==> src/rtl/atr_pkg.sv <==
package atr_pkg;
  localparam int FIELD_W = 2;

  typedef enum logic [FIELD_W-1:0] {
    G_CTRL = 2'd0,
    G_RISE = 2'd1,
    G_FALL = 2'd2
  } glob_field_e;

  typedef enum logic [FIELD_W-1:0] {
    B_OUT   = 2'd0,
    B_MASK  = 2'd1,
    B_TXPAT = 2'd2,
    B_RXPAT = 2'd3
  } bank_field_e;
endpackage

==> src/rtl/atr_regfile.sv <==
module atr_regfile
  import atr_pkg::*;
#(
  parameter int NUM_BANKS = 4,
  parameter int PIN_W     = 16,
  parameter int DLY_W     = 12,
  parameter int ADDR_W    = 5
) (
  input  logic                              clk,
  input  logic                              rst,
  input  logic                              wr_en,
  input  logic [ADDR_W-1:0]                 wr_addr,
  input  logic [PIN_W-1:0]                  wr_data,
  output logic                              enable_o,
  output logic [DLY_W-1:0]                  rise_dly_o,
  output logic [DLY_W-1:0]                  fall_dly_o,
  output logic [NUM_BANKS-1:0][PIN_W-1:0]   out_reg_o,
  output logic [NUM_BANKS-1:0][PIN_W-1:0]   mask_o,
  output logic [NUM_BANKS-1:0][PIN_W-1:0]   txpat_o,
  output logic [NUM_BANKS-1:0][PIN_W-1:0]   rxpat_o
);
  localparam int GRP_W = ADDR_W - FIELD_W;

  logic [GRP_W-1:0]   grp;
  logic [FIELD_W-1:0] fld;
  logic               glob_hit;

  assign grp      = wr_addr[ADDR_W-1:FIELD_W];
  assign fld      = wr_addr[FIELD_W-1:0];
  assign glob_hit = wr_en && (grp == '0);

  always_ff @(posedge clk) begin
    if (rst) begin
      enable_o   <= 1'b0;
      rise_dly_o <= '0;
      fall_dly_o <= '0;
    end else if (glob_hit) begin
      case (fld)
        G_CTRL:  enable_o   <= wr_data[0];
        G_RISE:  rise_dly_o <= wr_data[DLY_W-1:0];
        G_FALL:  fall_dly_o <= wr_data[DLY_W-1:0];
        default: ;
      endcase
    end
  end

  for (genvar b = 0; b < NUM_BANKS; b++) begin : g_bank
    logic bank_hit;
    assign bank_hit = wr_en && (grp == GRP_W'(b + 1));

    always_ff @(posedge clk) begin
      if (rst) begin
        out_reg_o[b] <= '0;
        mask_o[b]    <= '0;
        txpat_o[b]   <= '0;
        rxpat_o[b]   <= '0;
      end else if (bank_hit) begin
        case (fld)
          B_OUT:   out_reg_o[b] <= wr_data;
          B_MASK:  mask_o[b]    <= wr_data;
          B_TXPAT: txpat_o[b]   <= wr_data;
          B_RXPAT: rxpat_o[b]   <= wr_data;
          default: ;
        endcase
      end
    end
  end

  // a control write lands in the enable bit on the next edge
  a_r9_ctrl_write_lands: assert property (@(posedge clk) disable iff (rst)
    (wr_en && wr_addr == ADDR_W'(0)) |=> (enable_o == $past(wr_data[0])));
endmodule

==> src/rtl/atr_tr_timer.sv <==
module atr_tr_timer #(
  parameter int DLY_W = 12
) (
  input  logic             clk,
  input  logic             rst,
  input  logic             fifo_ne,
  input  logic [DLY_W-1:0] rise_dly,
  input  logic [DLY_W-1:0] fall_dly,
  output logic             tx_state_o
);
  logic             tr_q;
  logic [DLY_W-1:0] cnt_q;
  logic [DLY_W-1:0] limit;
  logic             pending;

  assign limit   = tr_q ? fall_dly : rise_dly;
  assign pending = (fifo_ne != tr_q);

  always_ff @(posedge clk) begin
    if (rst) begin
      tr_q  <= 1'b0;
      cnt_q <= '0;
    end else if (pending) begin
      if (cnt_q >= limit) begin
        tr_q  <= fifo_ne;
        cnt_q <= '0;
      end else begin
        cnt_q <= cnt_q + 1'b1;
      end
    end else begin
      cnt_q <= '0;
    end
  end

  assign tx_state_o = tr_q;

  // reset forces the receive state
  a_r1_reset_rx: assert property (@(posedge clk) rst |=> !tr_q);
  // no state change while the flag agrees with the state
  a_r7_hold_on_match: assert property (@(posedge clk) disable iff (rst)
    (tr_q == fifo_ne) |=> $stable(tr_q));
  // a nonzero rise delay never flips on the first sighting
  a_r5_rise_waits: assert property (@(posedge clk) disable iff (rst)
    (!tr_q && fifo_ne && rise_dly != '0 && cnt_q == '0) |=> !tr_q);
  // a nonzero fall delay never flips on the first sighting
  a_r6_fall_waits: assert property (@(posedge clk) disable iff (rst)
    (tr_q && !fifo_ne && fall_dly != '0 && cnt_q == '0) |=> tr_q);
endmodule

==> src/rtl/atr_pin_merge.sv <==
module atr_pin_merge #(
  parameter int PIN_W = 16
) (
  input  logic             enable,
  input  logic             tx_state,
  input  logic [PIN_W-1:0] out_reg,
  input  logic [PIN_W-1:0] mask,
  input  logic [PIN_W-1:0] txpat,
  input  logic [PIN_W-1:0] rxpat,
  output logic [PIN_W-1:0] pins
);
  logic [PIN_W-1:0] pattern;
  logic [PIN_W-1:0] sel;

  assign pattern = tx_state ? txpat : rxpat;
  assign sel     = enable ? mask : '0;
  assign pins    = (sel & pattern) | (~sel & out_reg);
endmodule

==> src/rtl/atr_pin_switcher.sv <==
module atr_pin_switcher #(
  parameter int NUM_BANKS = 4,
  parameter int PIN_W     = 16,
  parameter int DLY_W     = 12,
  localparam int ADDR_W   = atr_pkg::FIELD_W + $clog2(NUM_BANKS + 1)
) (
  input  logic                       clk,
  input  logic                       rst,
  input  logic                       wr_en,
  input  logic [ADDR_W-1:0]          wr_addr,
  input  logic [PIN_W-1:0]           wr_data,
  input  logic                       tx_fifo_nonempty,
  output logic [NUM_BANKS*PIN_W-1:0] pins_o
);
  logic                            enable;
  logic [DLY_W-1:0]                rise_dly;
  logic [DLY_W-1:0]                fall_dly;
  logic [NUM_BANKS-1:0][PIN_W-1:0] out_reg;
  logic [NUM_BANKS-1:0][PIN_W-1:0] mask;
  logic [NUM_BANKS-1:0][PIN_W-1:0] txpat;
  logic [NUM_BANKS-1:0][PIN_W-1:0] rxpat;
  logic                            tx_state;

  atr_regfile #(
    .NUM_BANKS(NUM_BANKS), .PIN_W(PIN_W), .DLY_W(DLY_W), .ADDR_W(ADDR_W)
  ) u_regs (
    .clk(clk), .rst(rst), .wr_en(wr_en), .wr_addr(wr_addr), .wr_data(wr_data),
    .enable_o(enable), .rise_dly_o(rise_dly), .fall_dly_o(fall_dly),
    .out_reg_o(out_reg), .mask_o(mask), .txpat_o(txpat), .rxpat_o(rxpat)
  );

  atr_tr_timer #(.DLY_W(DLY_W)) u_timer (
    .clk(clk), .rst(rst), .fifo_ne(tx_fifo_nonempty),
    .rise_dly(rise_dly), .fall_dly(fall_dly), .tx_state_o(tx_state)
  );

  for (genvar b = 0; b < NUM_BANKS; b++) begin : g_merge
    atr_pin_merge #(.PIN_W(PIN_W)) u_merge (
      .enable(enable), .tx_state(tx_state), .out_reg(out_reg[b]),
      .mask(mask[b]), .txpat(txpat[b]), .rxpat(rxpat[b]),
      .pins(pins_o[b*PIN_W +: PIN_W])
    );
  end
endmodule

==> config.mk <==
export PLATFORM = sky130hd
export DESIGN_NAME = atr_pin_switcher
export DESIGN_NICKNAME = d
export VERILOG_FILES = /design/src/rtl/atr_pkg.sv /design/src/rtl/atr_regfile.sv /design/src/rtl/atr_tr_timer.sv /design/src/rtl/atr_pin_merge.sv /design/src/rtl/atr_pin_switcher.sv
export SDC_FILE = /design/constraint.sdc
export NUM_CORES = 1
export LEC_CHECK = 0
export BUFFER_PORTS_ARGS = -buffer_cell sky130_fd_sc_hd__buf_4
export CORE_ASPECT_RATIO = 0.75
export CORE_MARGIN = 2
export CORE_UTILIZATION = 30
export CTS_CLUSTER_SIZE = 30
export DETAILED_ROUTE_END_ITERATION = 8
export SYNTH_ARGS = -nofsm -noshare
export SYNTH_HDL_FRONTEND = slang
export SYNTH_SLANG_ARGS = --single-unit
==> constraint.sdc <==
create_clock -name clk -period 2.75 [get_ports clk]
set_input_delay 0.275 -clock clk [delete_from_list [all_inputs] [get_ports clk]]
set_output_delay 0.275 -clock clk [all_outputs]
set_load 0.03 [all_outputs]
=== After elaboration in Yosys (flattened, before gate mapping) ===
Index checks and enable logic that the tools add are counted.

* Bits in registers: 294
* Word-level logic and storage cells: 85

* Order comparisons: 1
* $add $sub $neg: 1
* Eq/ne operators: 8
* Bitwise logic cells: 17
* Muxes and demuxes: 9
* Reduce and logical (&&, ||, !) cells: 28

{| class="wikitable"
|+ Operator list
! cell !! count
|-
| 16-bit AND || 8
|-
| 16-bit two-way mux || 8
|-
| 16-bit NOT || 4
|-
| 16-bit bitwise OR || 4
|-
| 2-bit AND reduction || 20
|-
| 12-bit by 1-bit adder with 12-bit output (second input constant) || 1
|-
| 12-bit >= comparator || 1
|-
| 12-bit two-way mux || 1
|-
| 3-bit by 2-bit == test with 1-bit output (second input constant) || 2
|-
| 1-bit logical AND || 5
|-
| 2-bit == test (second input constant) || 2
|-
| 3-bit by 1-bit == test with 1-bit output (second input constant) || 1
|-
| 3-bit == test (second input constant) || 1
|-
| 3-bit zero test || 1
|-
| 3-bit OR reduction || 1
|-
| 2-bit by 1-bit == test with 1-bit output (second input constant) || 1
|-
| 2-bit zero test || 1
|-
| 1-bit != test || 1
|-
| 1-bit NOT || 1
|}

=== Logic depth before layout (Yosys ltp) ===
* Depth in word-level cells: 4
* Mapped depth: 11
* Mapped depth without buffers: 7

=== By module ===
From an unflattened synthesis, not the netlist that was laid out.

* Cell total of the unflattened synthesis: 1293
* Area total of the unflattened synthesis: 13504.2 um2

{| class="wikitable"
|+ By module, submodules not included
! module !! cells an instance !! area an instance (um2) !! times used
|-
| atr_regfile || 981 || 11046.8 || 1
|-
| atr_pin_merge || 53 || 385.4 || 4
|-
| atr_tr_timer || 100 || 915.9 || 1
|}

=== Worst setup path before layout ===
Ideal clock, no wire load.

* Path type: reg-to-reg
* From: reg u_timer.tr_q, in the netlist u_timer.tx_state_o
* To: reg u_timer.cnt_q[4]
* Arrival: 2.504 ns
* Cell stages (with the launch flop): 12
* Setup time: 0.064 ns
* Setup slack: 0.182 ns
* Data required time: 2.686 ns
* Path through: dfxtp_1 buf_2 buf_2 buf_2 mux2_2 ha_1 nand2b_1 a211o_1 a21oi_1 o211ai_2 buf_6 nor2_1

* Longest elaborated chain between the ends: 3
* Elaborated cells on any way between the ends: 5
* Those cells by class: order compare (1); eq/ne (1); mux (1); bitwise (1); reduce/logical (1)

{| class="wikitable"
|+ Ends and longest elaborated chain
! what !! line !! text
|-
| from (decl) || atr_tr_timer.sv:11 || <nowiki>logic tr_q;</nowiki>
|-
| from (signal assigned) || atr_tr_timer.sv:25 || <nowiki>tr_q <= fifo_ne;</nowiki>
|-
| 12-bit two-way mux / 1-bit != test (equally long branches) || atr_tr_timer.sv:16, atr_tr_timer.sv:17 ||
|-
| 12-bit >= comparator / 1-bit NOT (equally long branches) || - ||
|-
| 3-bit OR reduction (no line) (*) || - ||
|-
| to (signal assigned) || atr_tr_timer.sv:28 || <nowiki>cnt_q <= cnt_q + 1'b1;</nowiki>
|-
| to (decl) || atr_tr_timer.sv:12 || <nowiki>logic [DLY_W-1:0] cnt_q;</nowiki>
|}

Every way passes the cells marked *; elsewhere a longest branch is shown, timed or not.
A chain may end at the register's enable or synchronous reset.

=== Final worst setup path ===
* From: reg u_timer.tr_q, in the netlist u_timer.tx_state_o
* To: out pins_o[59]

* Longest elaborated chain between the ends: 3

{| class="wikitable"
|+ Ends and longest elaborated chain
! what !! line !! text
|-
| 16-bit two-way mux || atr_pin_merge.sv:15 || <nowiki>assign pattern = tx_state ? txpat : rxpat;</nowiki>
|-
| 16-bit AND || atr_pin_merge.sv:17 || <nowiki>assign pins = (sel & pattern) | (~sel & out_reg);</nowiki>
|-
| 16-bit bitwise OR || atr_pin_merge.sv:17 ||
|-
| to (decl) || atr_pin_switcher.sv:13 || <nowiki>output logic [NUM_BANKS*PIN_W-1:0] pins_o</nowiki>
|}

Every way passes these cells.

==> results.md <==
- At the placement stage, the worst setup path has a slack of a little over 0.4 ns.
- In the final routed layout, each cell accounts on average for 16.90 µm.
- The worst path meets setup with 0.09907 ns of slack.
- The layer with the highest usage after global routing is met2.
- Clock tree synthesis found a total of 294 sinks.
- In this run the remaining antenna-violating nets after routing total 0.
- Dividing the final minimum period by the clock period gives 0.9640.
- For this run, the detailed router's first-pass iteration total came to 6.
- The min-delay analysis places its worst path in the category in -> reg.
- In this run the tightest slew margin relative to its limit is 0.4428.
- Gates resized during post-CTS repair numbered 1.
- Setup repair after global routing left no endpoint under its margin.
- Of the cells placed in the final design, the portion with a size suffix greater than 1 is 0.1157.
- The worst-case hold slack is 0.03949 ns.
- The global-route wire length before repair is ~57 mm.
- The startpoint type of the worst setup path is a flip-flop.
- The largest incremental delay on the critical path is 0.44 ns.
- The count of pins on the block boundary is 89.
- Entering global routing, the biggest net connects 135 pins.
- For this configuration, the core starts out at a cell density of 0.3050.
- The count of H-tree levels built during CTS is 1.
- The most instantiated flip-flop cell in the synthesis netlist is dfxtp_1.
- The portion of synthesized cell area occupied by the leading cell type is 0.4715.
- The critical path's most frequent cell is buf_4.
- The total power per unit cell area is 605.9 nW/µm².
- The required time at the endpoint of the critical path is around 2.5 ns.
- The top fanout value on the critical path is 28.
- The number of hold-slack violations in the final timing report came to 0.
- The post-synthesis instance area is roughly 12000 µm².
- Once detailed placement completed, the half-perimeter wirelength came to 22.63 mm.
- The final max-slew violation count was 0.
- The critical path buffer and inverter count is 3.
- The type of destination of the critical path is an output pin.
- In the global route stage, overall resource usage came out at 0.1658.
- The number of warnings issued by yosys is 0.
- The longest clock path from root to sink contains 3 buffers.
- After synthesis, the netlist uses 39 different library cells.
- The cell with the largest stage delay on the worst path is dfxtp_4.
- The count of flip-flops with a built-in enable after synthesis is 0.
- The sum of negative setup slack is 0 ns.
- Across the run, the number of max-cap violations was 0.
- The die covers around 43000 µm².
- The die is 180.7 µm tall.
- The number of remaining DRC errors is 0.
- The worst voltage drop across the vdd grid is 419.2 µV.
- The number of buffers added for setup after CTS is 0.
- The category of the critical setup timing path is reg -> out.
- The via count of the first global-routing pass was 10240.
- The die boundary width is 239.5 µm.
- The run finished with clean final reports.
- The clock arrives with 0.005474 ns of skew.
- The per-cell via count in the routed design is 4.945.
- Wires add up to 36.53 mm.
- The fmax is between 0.3 and 0.4 GHz.
- The number of hold buffers added after cts is 0.
- The part of the Yosys area used for sequential elements is 0.4715.
- The number of buffers inserted by port buffering is 88.
- The post-CTS clock slew at the launch and capture registers of the worst setup and hold paths is around 0.06 ns.
- The initial antenna violation count is 2.
- Global routing finished with a remaining overflow of 0.
- The number of buffers added by the clock tree synthesis step is 30.
- The number of nets handed over by synthesis was 1602.
- The final net count is 1613.
- In this run, synthesis produced a sequential element count of 294.
- The later-pin clock latency in the skew report is between 0.5 and 0.6 ns.
- The root buffer cell chosen for the clock tree is clkbuf_16.
- The final estimated routing congestion in global placement is about 0.80.
- The arrival time of the worst setup path is 2.38 ns.
- The number of placed instances, taps included is 2104.
- The number of cells produced by synthesis is 1564.
- The area inside the core boundary is 40920 µm².
- For the pin with the worst max-slew slack, the measured transition is 0.8331 ns.
- The leakage power is around 0.005 µW.
- The average size of a mapped cell is 7.981 µm².
- The first routing iteration left 830 violations.
- The standard-cell row count is 64.
- The shortest period the worst path allows is 2.651 ns.
- The clock tree from TritonCTS is done.
- In the synthesized netlist the async set-or-reset flop fraction comes to 0.
- Walking the worst path, the cells encountered are buf_4 -> buf_6 -> mux2i_1 -> a31oi_1 -> buf_4.
- Detailed routing inserted a total of about 11000 vias.
- The met3 global-route usage is 0.02497.
- In the global route stage, met1 resource usage came out at 0.2221.
- The count of cells in the finished layout, fillers not included, comes to 2162.
- The met2 usage in global routing is 0.2713.
- Yosys attributes the largest share of cell area to dfxtp_1 (47%), nand2_1 (16%), a21oi_1 (13%).
- The biggest area contributor in the post-synthesis netlist is dfxtp_1.
- The post-route core utilization is 0.3517.
- The area added between synthesis and finish is 15.30%.
- The gate family responsible for the most delay along the worst path is buffers and inverters.
- Setup violations remaining at the end of the flow were counted as 0.
- The number of filler instances in the final layout is 4207.
[registers in the layout, summed over array words and instances (netlist names)]
register,flops
u_regs.mask_o,64
u_regs.out_reg_o,64
u_regs.rxpat_o,64
u_regs.txpat_o,64
u_regs.fall_dly_o,12
u_regs.rise_dly_o,12
u_timer.cnt_q,12
u_regs.enable_o,1
u_timer.tx_state_o,1
[report_power, final]
part / internal, µW / switching [µW] / total [µW]
logic: 125 / 327 / 452
clock network: 2280 / 1670 / 3950
registers: 4290 / 23.4 / 4310
[area by class of cell]
class / count / area [µm²] / share of cell area
clock buffers: 51 / 930.9 / 0.06468
inverters: 2 / 7.507 / 0.0005216
well taps: 561 / 701.9 / 0.04877
repair buffers: 103 / 824.5 / 0.05729
flip-flops and latches: 294 / 5893 / 0.4095
multi-input cells: 1144 / 6003 / 0.4171
clock inverters: 5 / 25.02 / 0.001739
diodes: 2 / 5.005 / 0.0003478
[synthesized netlist by cell type, types with 2 or more instances]
| cell | instances |
|---|---|
| a21o_1 | 2 |
| dfxtp_1 | 294 |
| clkbuf_1 | 60 |
| a31oi_1 | 64 |
| a21oi_1 | 324 |
| nand3b_4 | 2 |
| nand4_1 | 2 |
| nand2_1 | 529 |
| and4_1 | 2 |
| inv_1 | 2 |
| xnor2_1 | 3 |
| and3_1 | 4 |
| mux2i_1 | 100 |
| nor2_2 | 10 |
| ha_1 | 13 |
| buf_4 | 4 |
| nand3_1 | 10 |
| nor2b_1 | 2 |
| nor2_4 | 10 |
| nand2_2 | 3 |
| nand3_2 | 2 |
| nor2_1 | 33 |
| and3b_1 | 2 |
| nor3_4 | 4 |
| buf_6 | 5 |
| buf_2 | 54 |
| nand2b_1 | 5 |
| xor2_1 | 8 |
[worst reg2reg max path: cells and delay by family, from the launching register on]
family	cells	cell delay [ns]
flops	1	0.44
simple gates	2	0.29
fa+ha+maj	1	0.27
compound gates	3	0.81
mux	1	0.25
buf+inv	1	0.25
[final timing paths]
check | from | to | depth (start not counted) | slack [ns]
setup / recovery | u_timer.tx_state_o | pins_o[59] | 5 | 0.1
hold / removal | tx_fifo_nonempty | u_timer.tx_state_o | 3 | 0.04
setup reg to reg | u_timer.tx_state_o | u_timer.cnt_q[11] | 8 | 0.39
hold reg to reg | u_regs.rxpat_o[7] | u_regs.rxpat_o[7] | 2 | 0.45
[routing by layer]
layer	vias to the layer above	share of wire	wire length [µm]
met5	-	0	0
met4	0	0.029	1069
met3	69	0.057	2098
met2	276	0.47	17070
met1	5081	0.45	16290
li1	5266	-	-
[through the flow]
stage          cell area [µm²]  total power [µW]
2_1_floorplan            12480              4714
3_3_place_gp             13420              4853
3_5_place_dp             13420              4859
4_1_cts                  14380              8785
5_1_grt                  14390              8969
6_report                 14390              8719
[cells in the final DEF, fill, tap and decap left out, drive strengths merged, types with 2 or more instances in the layout]
| cell | instances |
|---|---|
| a21o | 2 |
| a21oi | 324 |
| a31oi | 64 |
| and3 | 4 |
| and3b | 2 |
| and4 | 2 |
| buf | 102 |
| clkbuf | 52 |
| clkinv | 5 |
| dfxtp | 294 |
| diode | 2 |
| ha | 13 |
| inv | 2 |
| mux2i | 100 |
| nand2 | 532 |
| nand2b | 5 |
| nand3 | 13 |
| nand3b | 2 |
| nand4 | 2 |
| nor2 | 53 |
| nor2b | 2 |
| nor3 | 5 |
| xnor2 | 3 |
| xor2 | 8 |
[kinds of logic after synthesis]
kind of cell,after synthesis,synth area share
and+or+nand+nor,624,0.2110
AOI/OAI and AO/OA,395,0.1681
adders and majority gates,13,0.01303
DFF,294,0.4715
muxes,101,0.08109
xor gates and xnor gates,11,0.007719
buffers and inverters,126,0.04751
Power figures use the tool's default switching activity.
